File: config.mk
export PLATFORM = sky130hd
export DESIGN_NAME = par_host_port
export DESIGN_NICKNAME = d
export VERILOG_FILES = /design/src/rtl/par_host_port.sv
export SDC_FILE = /design/constraint.sdc
export NUM_CORES = 1
export LEC_CHECK = 0
export BUFFER_PORTS_ARGS = -buffer_cell sky130_fd_sc_hd__buf_2
export CORE_ASPECT_RATIO = 0.75
export CORE_MARGIN = 8
export CORE_UTILIZATION = 60
export CTS_CLUSTER_SIZE = 30
export DETAILED_ROUTE_END_ITERATION = 7
export PLACE_DENSITY = 0.83
export SYNTH_ARGS = -nofsm -noshare
export SYNTH_HDL_FRONTEND = slang
export SYNTH_SLANG_ARGS = --single-unit
File: constraint.sdc
create_clock -name clk -period 3.1 [get_ports clk]
set_input_delay 0.93 -clock clk [delete_from_list [all_inputs] [get_ports clk]]
set_output_delay 0.93 -clock clk [all_outputs]
set_load 0.02 [all_outputs]
File: src/rtl/par_host_port.sv
module par_host_port #(
  parameter int DW     = 8,
  parameter int AW     = 2,
  parameter int QDEPTH = 4
) (
  input  logic          clk,
  input  logic          rst_n,
  input  logic          hcs_n,
  input  logic          hds_n,
  input  logic          hrw,
  input  logic [AW-1:0] hadr,
  input  logic [DW-1:0] hdata_in,
  output logic [DW-1:0] hdata_out,
  output logic          hdata_oe,
  output logic          nirq,
  output logic          wr_valid,
  output logic [AW-1:0] wr_idx,
  output logic [DW-1:0] wr_byte,
  input  logic          msg_valid,
  input  logic [DW-1:0] msg_byte,
  output logic          msg_ready
);
  localparam int QAW = (QDEPTH > 1) ? $clog2(QDEPTH) : 1;
  localparam int CW  = $clog2(QDEPTH + 1);
  localparam logic [QAW-1:0] QLAST = QAW'(QDEPTH - 1);
  localparam logic [CW-1:0]  QFULL = CW'(QDEPTH);

  logic [1:0]    cs_sy, ds_sy, rw_sy;
  logic [AW-1:0] a_sy0, a_sy1;
  logic [DW-1:0] d_sy0, d_sy1;

  always_ff @(posedge clk or negedge rst_n) begin
    if (!rst_n) begin
      cs_sy <= 2'b11;
      ds_sy <= 2'b11;
      rw_sy <= 2'b11;
      a_sy0 <= '0;
      a_sy1 <= '0;
      d_sy0 <= '0;
      d_sy1 <= '0;
    end else begin
      cs_sy <= {cs_sy[0], hcs_n};
      ds_sy <= {ds_sy[0], hds_n};
      rw_sy <= {rw_sy[0], hrw};
      a_sy0 <= hadr;
      a_sy1 <= a_sy0;
      d_sy0 <= hdata_in;
      d_sy1 <= d_sy0;
    end
  end

  logic active, act_q, start, fin;
  logic          cyc_rw;
  logic [AW-1:0] cyc_adr;
  logic [DW-1:0] wlat;

  assign active = ~cs_sy[1] & ~ds_sy[1];
  assign start  = active & ~act_q;
  assign fin    = ~active & act_q;

  always_ff @(posedge clk or negedge rst_n) begin
    if (!rst_n) begin
      act_q   <= 1'b0;
      cyc_rw  <= 1'b1;
      cyc_adr <= '0;
      wlat    <= '0;
    end else begin
      act_q <= active;
      if (start) begin
        cyc_rw  <= rw_sy[1];
        cyc_adr <= a_sy1;
      end
      if (active) wlat <= d_sy1;
    end
  end

  always_ff @(posedge clk or negedge rst_n) begin
    if (!rst_n) begin
      wr_valid <= 1'b0;
      wr_idx   <= '0;
      wr_byte  <= '0;
    end else begin
      wr_valid <= fin & ~cyc_rw;
      if (fin & ~cyc_rw) begin
        wr_idx  <= cyc_adr;
        wr_byte <= wlat;
      end
    end
  end

  logic [DW-1:0]  q_mem [QDEPTH];
  logic [QAW-1:0] wp, rp;
  logic [CW-1:0]  cnt;
  logic push, pop, pending;

  assign pending   = (cnt != '0);
  assign msg_ready = (cnt != QFULL);
  assign push      = msg_valid & msg_ready;
  assign pop       = fin & cyc_rw & (cyc_adr == '0) & pending;

  always_ff @(posedge clk or negedge rst_n) begin
    if (!rst_n) begin
      wp  <= '0;
      rp  <= '0;
      cnt <= '0;
    end else begin
      if (push) wp <= (wp == QLAST) ? '0 : wp + 1'b1;
      if (pop)  rp <= (rp == QLAST) ? '0 : rp + 1'b1;
      case ({push, pop})
        2'b10:   cnt <= cnt + 1'b1;
        2'b01:   cnt <= cnt - 1'b1;
        default: cnt <= cnt;
      endcase
    end
  end

  always_ff @(posedge clk) begin
    if (push) q_mem[wp] <= msg_byte;
  end

  always_comb begin
    case (a_sy1)
      AW'(0):  hdata_out = pending ? q_mem[rp] : '0;
      AW'(1):  hdata_out = DW'(pending);
      default: hdata_out = '0;
    endcase
  end

  assign hdata_oe = ~hcs_n & ~hds_n & hrw;
  assign nirq     = ~pending;
endmodule


==> results.md, run 1 <==
- Slew Limit Fails: 0
- CTS tree: built
- Setup CP Type: reg -> out
- H-tree levels: 3
- Fmax: around 0.35 GHz
- Vias in the first global route: 1,648
- Status: complete, no violations
- Commonest cells post-synth: 49 x dfrtp_1, 32 x edfxtp_1, 23 x mux2_2
- Pwr/cell area: 816.3 mW/mm2
- Top Family by Delay on Critical Path: flip-flops
- PortBufs: 45
- Storage cell area: 0.002371 mm2
- Max clock buf depth: 2
- Worst skew pair latency: 0.35 ns
- Total track usage: 0.1367
- Clock Tree Root: clkbuf_8
- Total nets after synthesis: 199
- Crit end category: output port
- # clock sinks: 88
- Synthesis-stage register bit count: 88
- Hold Vio Cnt, Final: 0
- Class of the worst hold path: reg -> reg
- Syn_area_per_cell: 19.01 um2
- Worst r2r src: cnt[0]
- Cell Chain, Critical Path: mux4_2 > nor2_1 > nor3_1 > buf_2
- Grt total ovfl: 0
- Post-synth EDFFs: 32
- Initial Utilization: 0.6097
- Peak supply drop: 0.0004977 V
- FP Rows: 23
- Ys Warns: 0
- R2R Path End: cnt[2]
- WP data required: 2.17 ns
- DPL Wire Length: 3640 um
- Vias: 1,533
- Die ar.: around 0.008 mm2
- Tightest Pin Transition: 0.5873 ns
- RSZ-0062 raised after global routing: no
- Cell Area, Synth: roughly 0.0032 mm2
- Top_reg_cell synth: dfrtp_1
- Die H: 79.18 um
- First-pass GRT wire length: about 8200 um
- Post-layout util: 0.7050
- Drt wl/cell: approximately 17 um
- Register area share after synthesis: 0.7426
- Worst Hold Path EP: ds_sy[1]
- Tcrit/Tclk final: 0.9328
- Total CTS buffers: 9
- Drt first pass iters: 4
- Num ports: 46
- Largest net degree at the start of global routing: 28
- Diodes inserted: 0
- Worst path buffer plus inverter count: 1
- Worst R2R Setup Slack: 0.86 ns
- Hold_sp: ds_sy[0]
- Reg2Reg Depth: 9
- Distinct cell type count after synthesis: 27
- Cell with the most instances after synthesis: dfrtp_1
- Fillcell total: 352
- Post-CTS sizing: 0
- Setup violators final: 0
- Levels on crit path: 4
- Routed Antenna Nets: 0
- Post-CTS Setup Bufs: 0
- Worst path slowest cell: dfrtp_1
- CP max FO: 11
- Core ar.: 0.005238 mm2
- CP peak stage delay: 0.72 ns
- Syn Inst Count: 168
- GP Congestion: 0.7427
- Layout Nets: roughly 260
- Worst setup margin: 0.2083 ns
- Total wire length: between 5000 and 6000 um
- DR iter-0 viols: 58
- Placed insts: approximately 290
- Via/cell ratio: approximately 5.0
- Hold-fix buffers, CTS: 0
- P&R area growth vs syn: 15.63%
- Yosys top cell area share: 0.3840
- Post-Layout Cell Count: 304
- Clock slew at reported path FFs: 0.08 ns
- Area contributors post-synth: dfrtp_1 38%, edfxtp_1 30%, mux2_2 8.1%
- Worst Clk Skew: 0.007429 ns
- Async SR Flop Fraction: 0.6364
- Post-route DRC: 0
- Slew Limit Headroom: 0.6085
- Min Tclk post-route: between 2 and 3 ns
- Leak pwr: 1.554 nW
- CP arrival: 1.96 ns
- Horiz. Die Dim: around 100 um
- Fraction of layout cells with a size suffix above 1: 0.4934
- Worst Hold Path Cells: 0
- Max Cap Viol: 0
- Area occupied by multi-input gates: 785.8 um2
- Initial antenna violation count: 0
- CP startpoint kind: flip-flop
- Area leader, netlist: dfrtp_1
- TNS Setup: 0 ns
- Pre-CTS WS: 0.5194 ns
[sequential cells by signal, summed over array words and instances (netlist names), 3 cells and up]
signal	flops
q_mem	32
d_sy0	8
d_sy1	8
wlat	8
wr_byte	8
cnt	3
[cell type report]
type | instances | area share
clock buffers | 9 | 0.03355
multi-input cells | 71 | 0.2128
well taps | 75 | 0.02542
clock inverters | 7 | 0.01288
repair buffers | 48 | 0.06710
flip-flops and latches | 88 | 0.6422
inverters | 6 | 0.006100
[cell families (layout without fill, tap and decap cells)]
family / count (synthesis) / in the layout / share of synthesized area
flip-flops: 88 / 88 / 0.7426
multiplexers: 34 / 34 / 0.1501
AND/OR/NAND/NOR: 26 / 26 / 0.05643
buffers and inverters: 9 / 70 / 0.01136
adder cells (fa/ha/maj): 7 / 7 / 0.02978
XOR/XNOR: 3 / 3 / 0.008230
AO/OA/AOI/OAI: 1 / 1 / 0.001566
[worst max-delay path by stage]
stage                from      endpoint  slack [ns]
floorplan           hds_n      hdata_oe        0.71
CTS                 rp[0]  hdata_out[0]        0.14
finish              rp[0]  hdata_out[0]        0.21
global placement    rp[0]  hdata_out[0]        0.56
detailed placement  rp[0]  hdata_out[0]        0.52
global route        rp[0]  hdata_out[0]        0.05
[stage by stage]
step	area, um2	hold slack [ns]	power [mW]
floorplan	3193	0.3312	2.134
global placement	3521	0.3316	2.341
detailed placement	3521	0.3373	2.380
CTS	3692	0.3529	3.057
global route	3692	0.3622	3.187
finish	3692	0.3525	3.014
[power breakdown]
group | leakage, nW | total, mW | internal (mW) | switching (mW)
clock network | 0.0854 | 0.680 | 0.290 | 0.389
logic | 0.521 | 0.733 | 0.371 | 0.362
registers | 0.947 | 1.60 | 1.44 | 0.157
[cell usage in the layout (no fill, tap or decap), types with 2 or more instances in the layout]
cell type   instances
and3_2              4
buf_2              45
buf_4               3
clkbuf_8            9
clkinv_2            3
clkinvlp_4          2
dfrtp_1            49
dfstp_2             7
edfxtp_1           32
ha_1                6
inv_1               6
mux2_2             23
mux2_4              2
mux4_2              8
nor2_1              5
nor2b_1             7
nor3_1              2
xor2_1              2
[layer usage]
metal | up-vias | wire length (um) | GRT usage
met5 | - | 0 | 0
met4 | 0 | 68 | 0.05414
met3 | 7 | 217 | 0.05153
met2 | 30 | 2455 | 0.2105
met1 | 780 | 2290 | 0.1723
li1 | 716 | - | -
No activity file was read; power rests on OpenSTA's default activity.
==> run 2, diff against run 1 <==
--- a/config.mk
+++ b/config.mk
@@ -8,10 +8,10 @@
 export BUFFER_PORTS_ARGS = -buffer_cell sky130_fd_sc_hd__buf_2
 export CORE_ASPECT_RATIO = 0.75
 export CORE_MARGIN = 8
-export CORE_UTILIZATION = 60
+export CORE_UTILIZATION = 50
 export CTS_CLUSTER_SIZE = 30
 export DETAILED_ROUTE_END_ITERATION = 7
-export PLACE_DENSITY = 0.83
+export PLACE_DENSITY = 0.71
 export SYNTH_ARGS = -nofsm -noshare
 export SYNTH_HDL_FRONTEND = slang
 export SYNTH_SLANG_ARGS = --single-unit
==> run 2 against run 1 <==
Core utilization decreased by 11 points. Cell area increased by 0.81%. Critical path depth unchanged. Clock power increased by 13%. Power increased by 3.0%. Maximum frequency decreased by 0.71%. Register-to-register slack got worse by 0.03 ns. First-iteration DRC count decreased by 12%. Global-route usage decreased by 1.7 points. Final cell count increased by 1.3%. Non-clock buffer count decreased by 2. Critical endpoint unchanged.
==> results.md, run 2 (synthesis gave the netlist of run 1 again) <==
- Status: complete, no violations
- Fmax: around 0.34 GHz
- Routed Antenna Nets: 0
- Min Tclk post-route: approximately 2.9 ns
- Final Instance Area: 0.003722 mm2
- Initial Utilization: 0.5130
- Slew Limit Fails: 0
- Via/cell ratio: approximately 4.9
- Core ar.: 0.006225 mm2
- Total wire length: 4952 um
- Post-CTS sizing: 0
- CP max FO: 11
- Post-CTS Setup Bufs: 0
- Hold_sp: d_sy0[0]
- Worst Hold Path EP: d_sy1[0]
- RSZ-0062 raised after global routing: no
- WHS: 0.3455 ns
- Clock Tree Root: clkbuf_8
- First-pass GRT wire length: 8404 um
- Vias: 1,495
- R2R Path End: cnt[2]
- Number of flip-flops in the largest register: 32
- CP arrival: around 2.0 ns
- Setup violators final: 0
- Drt first pass iters: 4
- DPL Wire Length: 3444 um
- Initial antenna violation count: 0
- FP Rows: 25
- Grt total ovfl: 0
- Worst Clk Skew: 0.007576 ns
- Fraction of layout cells with a size suffix above 1: 0.4890
- Max clock buf depth: 2
- WP data required: 2.17 ns
- Clock slew at reported path FFs: 0.08 ns
- Post-route DRC: 0
- Largest Register: q_mem
- # clock sinks: 88
- Pwr/cell area: approximately 830 mW/mm2
- Layout Nets: 253
- Die H: 85.21 um
- Tcrit/Tclk final: 0.9394
- CTS tree: built
- Slew Limit Headroom: 0.3831
- Total CTS buffers: 9
- Num ports: 46
- PortBufs: 45
- Reg2Reg Depth: 9
- Worst skew pair latency: 0.34 ns
- Largest net degree at the start of global routing: 57
- GP Congestion: 0.7370
- Vias in the first global route: 1,685
- Max Cap Viol: 0
- Total track usage: 0.1201
- H-tree levels: 3
- Worst Hold Path Cells: 0
- Setup CP Type: reg -> out
- Horiz. Die Dim: roughly 110 um
- Die ar.: 0.009226 mm2
- Class of the worst hold path: reg -> reg
- Fillcell total: 490
- Placed Area: 0.003513 mm2
- P&R area growth vs syn: 16.58%
- DR iter-0 viols: 51
- Drt wl/cell: ~16 um
- Placed insts: between 200 and 300
- Worst r2r src: cnt[0]
- Tightest Pin Transition: around 0.92 ns
- CP startpoint kind: flip-flop
- Hold-fix buffers, CTS: 0
- Hold Vio Cnt, Final: 0
- Leak pwr: 1.560 nW
- Crit end category: output port
- Post-Layout Cell Count: 308
- Most frequent cells in the layout: 49 x dfrtp_1, 45 x buf_2, 32 x edfxtp_1, 23 x mux2_2, 11 x clkbuf_8
- Most common cell after layout, fill and taps aside: dfrtp_1
- Diodes inserted: 0
- Worst R2R Setup Slack: 0.83 ns
- TNS Setup: 0 ns
- Peak supply drop: approximately 0.0004 V
## run 2: final cells by class
cell class | instances | area, um2 | share of cell area
multi-input combinational | 71 | 785.8 | 0.2111
timing repair buffer | 46 | 232.7 | 0.06252
clock buffer | 12 | 176.4 | 0.04739
inverter | 6 | 22.52 | 0.006050
sequential | 88 | 2371 | 0.6370
tap | 81 | 101.3 | 0.02723
clock inverter | 4 | 32.53 | 0.008739
## run 2: power breakdown
part	internal (mW)	switching, mW
combinational	0.370	0.361
sequential	1.44	0.159
clock	0.390	0.382
total	2.20	0.901
## run 2: through the flow
step                        util  setup WS, ns  power [mW]
final                     0.5980        0.1877       3.105
after global routing      0.5980       0.02172       3.304
after global placement    0.5644        0.5757       2.343
after CTS                 0.5980        0.1624       3.154
after detailed placement  0.5644        0.5582       2.365
after floorplan                -        0.7131       2.134
## run 2: per-layer routing
metal	part of all wire	track usage	vias up
li1	-	-	712
met1	0.46	0.1521	744
met2	0.47	0.1764	34
met3	0.056	0.05905	5
met4	0.012	0.03717	0
met5	0	0	-
## run 2: critical path: stages (launching register included)
cell	delay, ns
dfrtp_1	0.73
mux4_2	0.58
nor2_1	0.10
nor3_1	0.06
buf_2	0.18
## run 2: worst max path at each step
stage	start	to	slack [ns]	depth (start not counted)
global placement	rp[0]	hdata_out[0]	0.58	4
finish	rp[0]	hdata_out[0]	0.19	4
CTS	rp[0]	hdata_out[0]	0.16	4
global route	rp[0]	hdata_out[0]	0.02	4
floorplan	hds_n	hdata_oe	0.71	1
detailed placement	rp[0]	hdata_out[0]	0.56	4
==> run 3, diff against run 2 <==
--- a/config.mk
+++ b/config.mk
@@ -12,6 +12,7 @@
 export CTS_CLUSTER_SIZE = 30
 export DETAILED_ROUTE_END_ITERATION = 7
 export PLACE_DENSITY = 0.71
+export RECOVER_POWER = 50
 export SYNTH_ARGS = -nofsm -noshare
 export SYNTH_HDL_FRONTEND = slang
 export SYNTH_SLANG_ARGS = --single-unit
==> constraint.sdc (replaced) <==
create_clock -name clk -period 3.5 [get_ports clk]
set_input_delay 1.05 -clock clk [delete_from_list [all_inputs] [get_ports clk]]
set_output_delay 1.05 -clock clk [all_outputs]
set_load 0.02 [all_outputs]
==> run 3 against run 2 <==
Worst setup slack improved by 0.31 ns. Core utilization fell by 0.28 points. Register-to-register slack improved by 0.40 ns. Combinational power fell by 12%. First-iteration DRC count fell by 2.0%. Die area did not move. Critical path depth did not move. Clock skew barely moved. Global-route usage fell by 0.47 points. Clock power fell by 9.9%. Sequential cell count did not move. Power fell by 11%. Critical path type unchanged. Highest routed layer unchanged.
==> results.md, run 3 (synthesis gave the netlist of run 1 again) <==
- Pwr/cell area: roughly 740 mW/mm2
- GP Congestion: between 0.6 and 0.7
- Worst path buffer plus inverter count: 1
- Clock Power Share: 0.253
- Tcrit/Tclk final: 0.8581
- Number of flip-flops in the largest register: 32
- Max clock buf depth: 2
- Pre-CTS WS: between 0.8 and 0.9 ns
- Leak pwr: 1.539 nW
- Placed Area: 0.003521 mm2
- Hold-fix buffers, CTS: 0
- Cell Chain, Critical Path: mux4_2 > nor2_1 > nor3_1 > buf_2
- Class of the worst hold path: reg -> reg
- Worst path slowest cell: dfrtp_1
- WHS: 0.3529 ns
- Crit end category: output port
- Vias in the first global route: 1,611
- Tightest Pin Transition: 1.197 ns
- Vias: 1,487
- Initial antenna violation count: 0
- Setup CP Type: reg -> out
- WP data required: around 2.5 ns
- Routed Antenna Nets: 0
- Fmax: 0.3329 GHz
- Worst R2R Setup Slack: 1.23 ns
- Peak supply drop: 0.0003099 V
- Total net switching power: 0.7968 mW
- Post-Layout Cell Count: 309
- CP arrival: around 2.0 ns
- Num ports: 46
- First-pass GRT wire length: 8038 um
- CP peak stage delay: 0.72 ns
- Drt first pass iters: 4
- Die H: between 80 and 90 um
- # clock sinks: slightly below 90
- H-tree levels: 3
- PortBufs: 45
- Drt wl/cell: between 15 and 20 um
- Metal2 WL: 2215 um
- Fillcell total: ~480
- Largest net degree at the start of global routing: 27
- RSZ-0062 raised after global routing: no
- CP startpoint kind: flip-flop
- M1 WL: between 2000 and 2500 um
- Status: complete, no violations
- Horiz. Die Dim: 108.3 um
- Final Instance Area: 0.003705 mm2
- Total track usage: 0.1155
- Most common cell after layout, fill and taps aside: dfrtp_1
- Comb power frac: 0.233
- Share of power burned in registers: 0.515
- DR iter-0 viols: 50
- Most frequent cells in the layout: 49 x dfrtp_1, 35 x buf_2, 32 x edfxtp_1, 23 x mux2_2, 11 x clkbuf_1
- Hold Vio Cnt, Final: 0
- Initial Utilization: 0.5130
- Worst Clk Skew: 0.007689 ns
- Worst skew pair latency: approximately 0.35 ns
- P&R area growth vs syn: 16.03%
- Die ar.: slightly above 0.009 mm2
- Pint: 1.956 mW
- CTS tree: built
- Top Family by Delay on Critical Path: flip-flops
- Slew Limit Headroom: 0.2018
- Total wire length: 4796 um
- Core ar.: 0.006225 mm2
- Top layer in use: met4
- Grt total ovfl: 0
- Setup violators final: 0
- DPL Wire Length: 3381 um
- Max Cap Viol: 0
- Via/cell ratio: 4.812
- Min Tclk post-route: 3.003 ns
- Post-CTS sizing: 0
- Total power: 2.753 mW
- Met3 WL: roughly 300 um
- Layout Nets: 254
- CP max FO: 11
- Post-layout util: 0.5952
- Largest Register: q_mem
- Worst setup margin: 0.4965 ns
- FP Rows: 25
- Clock Tree Root: clkbuf_8
- Placed insts: 293
- Total CTS buffers: 9
- Clock slew at reported path FFs: 0.08 ns
- Fraction of layout cells with a size suffix above 1: 0.4342
- Post-route DRC: 0
- TNS Setup: 0 ns
- Sw Share: 0.2894
- Diodes inserted: 0
- Post-CTS Setup Bufs: 0
- Slew Limit Fails: 0
run 3: worst paths after layout:
check	start	to	cells after the start
max	rp[0]	hdata_out[0]	4
min	d_sy0[2]	d_sy1[2]	0
max reg2reg	cnt[0]	cnt[2]	9
min reg2reg	d_sy0[2]	d_sy1[2]	0
max in group asynchronous	rst_n	cyc_rw	2
min in group asynchronous	rst_n	wr_byte[5]	1
run 3: power groups by stage:
stage               combinational [mW]  sequential, mW  clock (mW)
floorplan                        0.453            1.44           0
global placement                 0.638            1.44           0
detailed placement               0.650            1.44           0
CTS                              0.656            1.42       0.719
global route                     0.705            1.45       0.768
finish                           0.640            1.42       0.695
run 3: area by class of cell:
class,count,area [um2],share of cell area
repair buffers,47,224.0,0.06045
clock inverters,6,65.06,0.01756
flip-flops and latches,88,2371,0.6400
clock buffers,10,137.6,0.03715
well taps,81,101.3,0.02736
multi-input cells,71,783.3,0.2114
inverters,6,22.52,0.006079
run 3: routing by layer:
metal / global-route usage / vias up
met3: 0.05905 / 6
met2: 0.1659 / 30
li1: - / 715
met4: 0.03717 / 0
met1: 0.1474 / 736
met5: 0 / -
run 3: worst register-to-register path, cell delays in order (launching register included):
cell and delay, ns:
dfrtp_1 0.43, or3b_4 0.45, and2_4 0.20, inv_1 0.06, ha_1 0.18, inv_1 0.06
fa_1 0.37, xor2_1 0.15, nor2_1 0.13, xor2_1 0.17
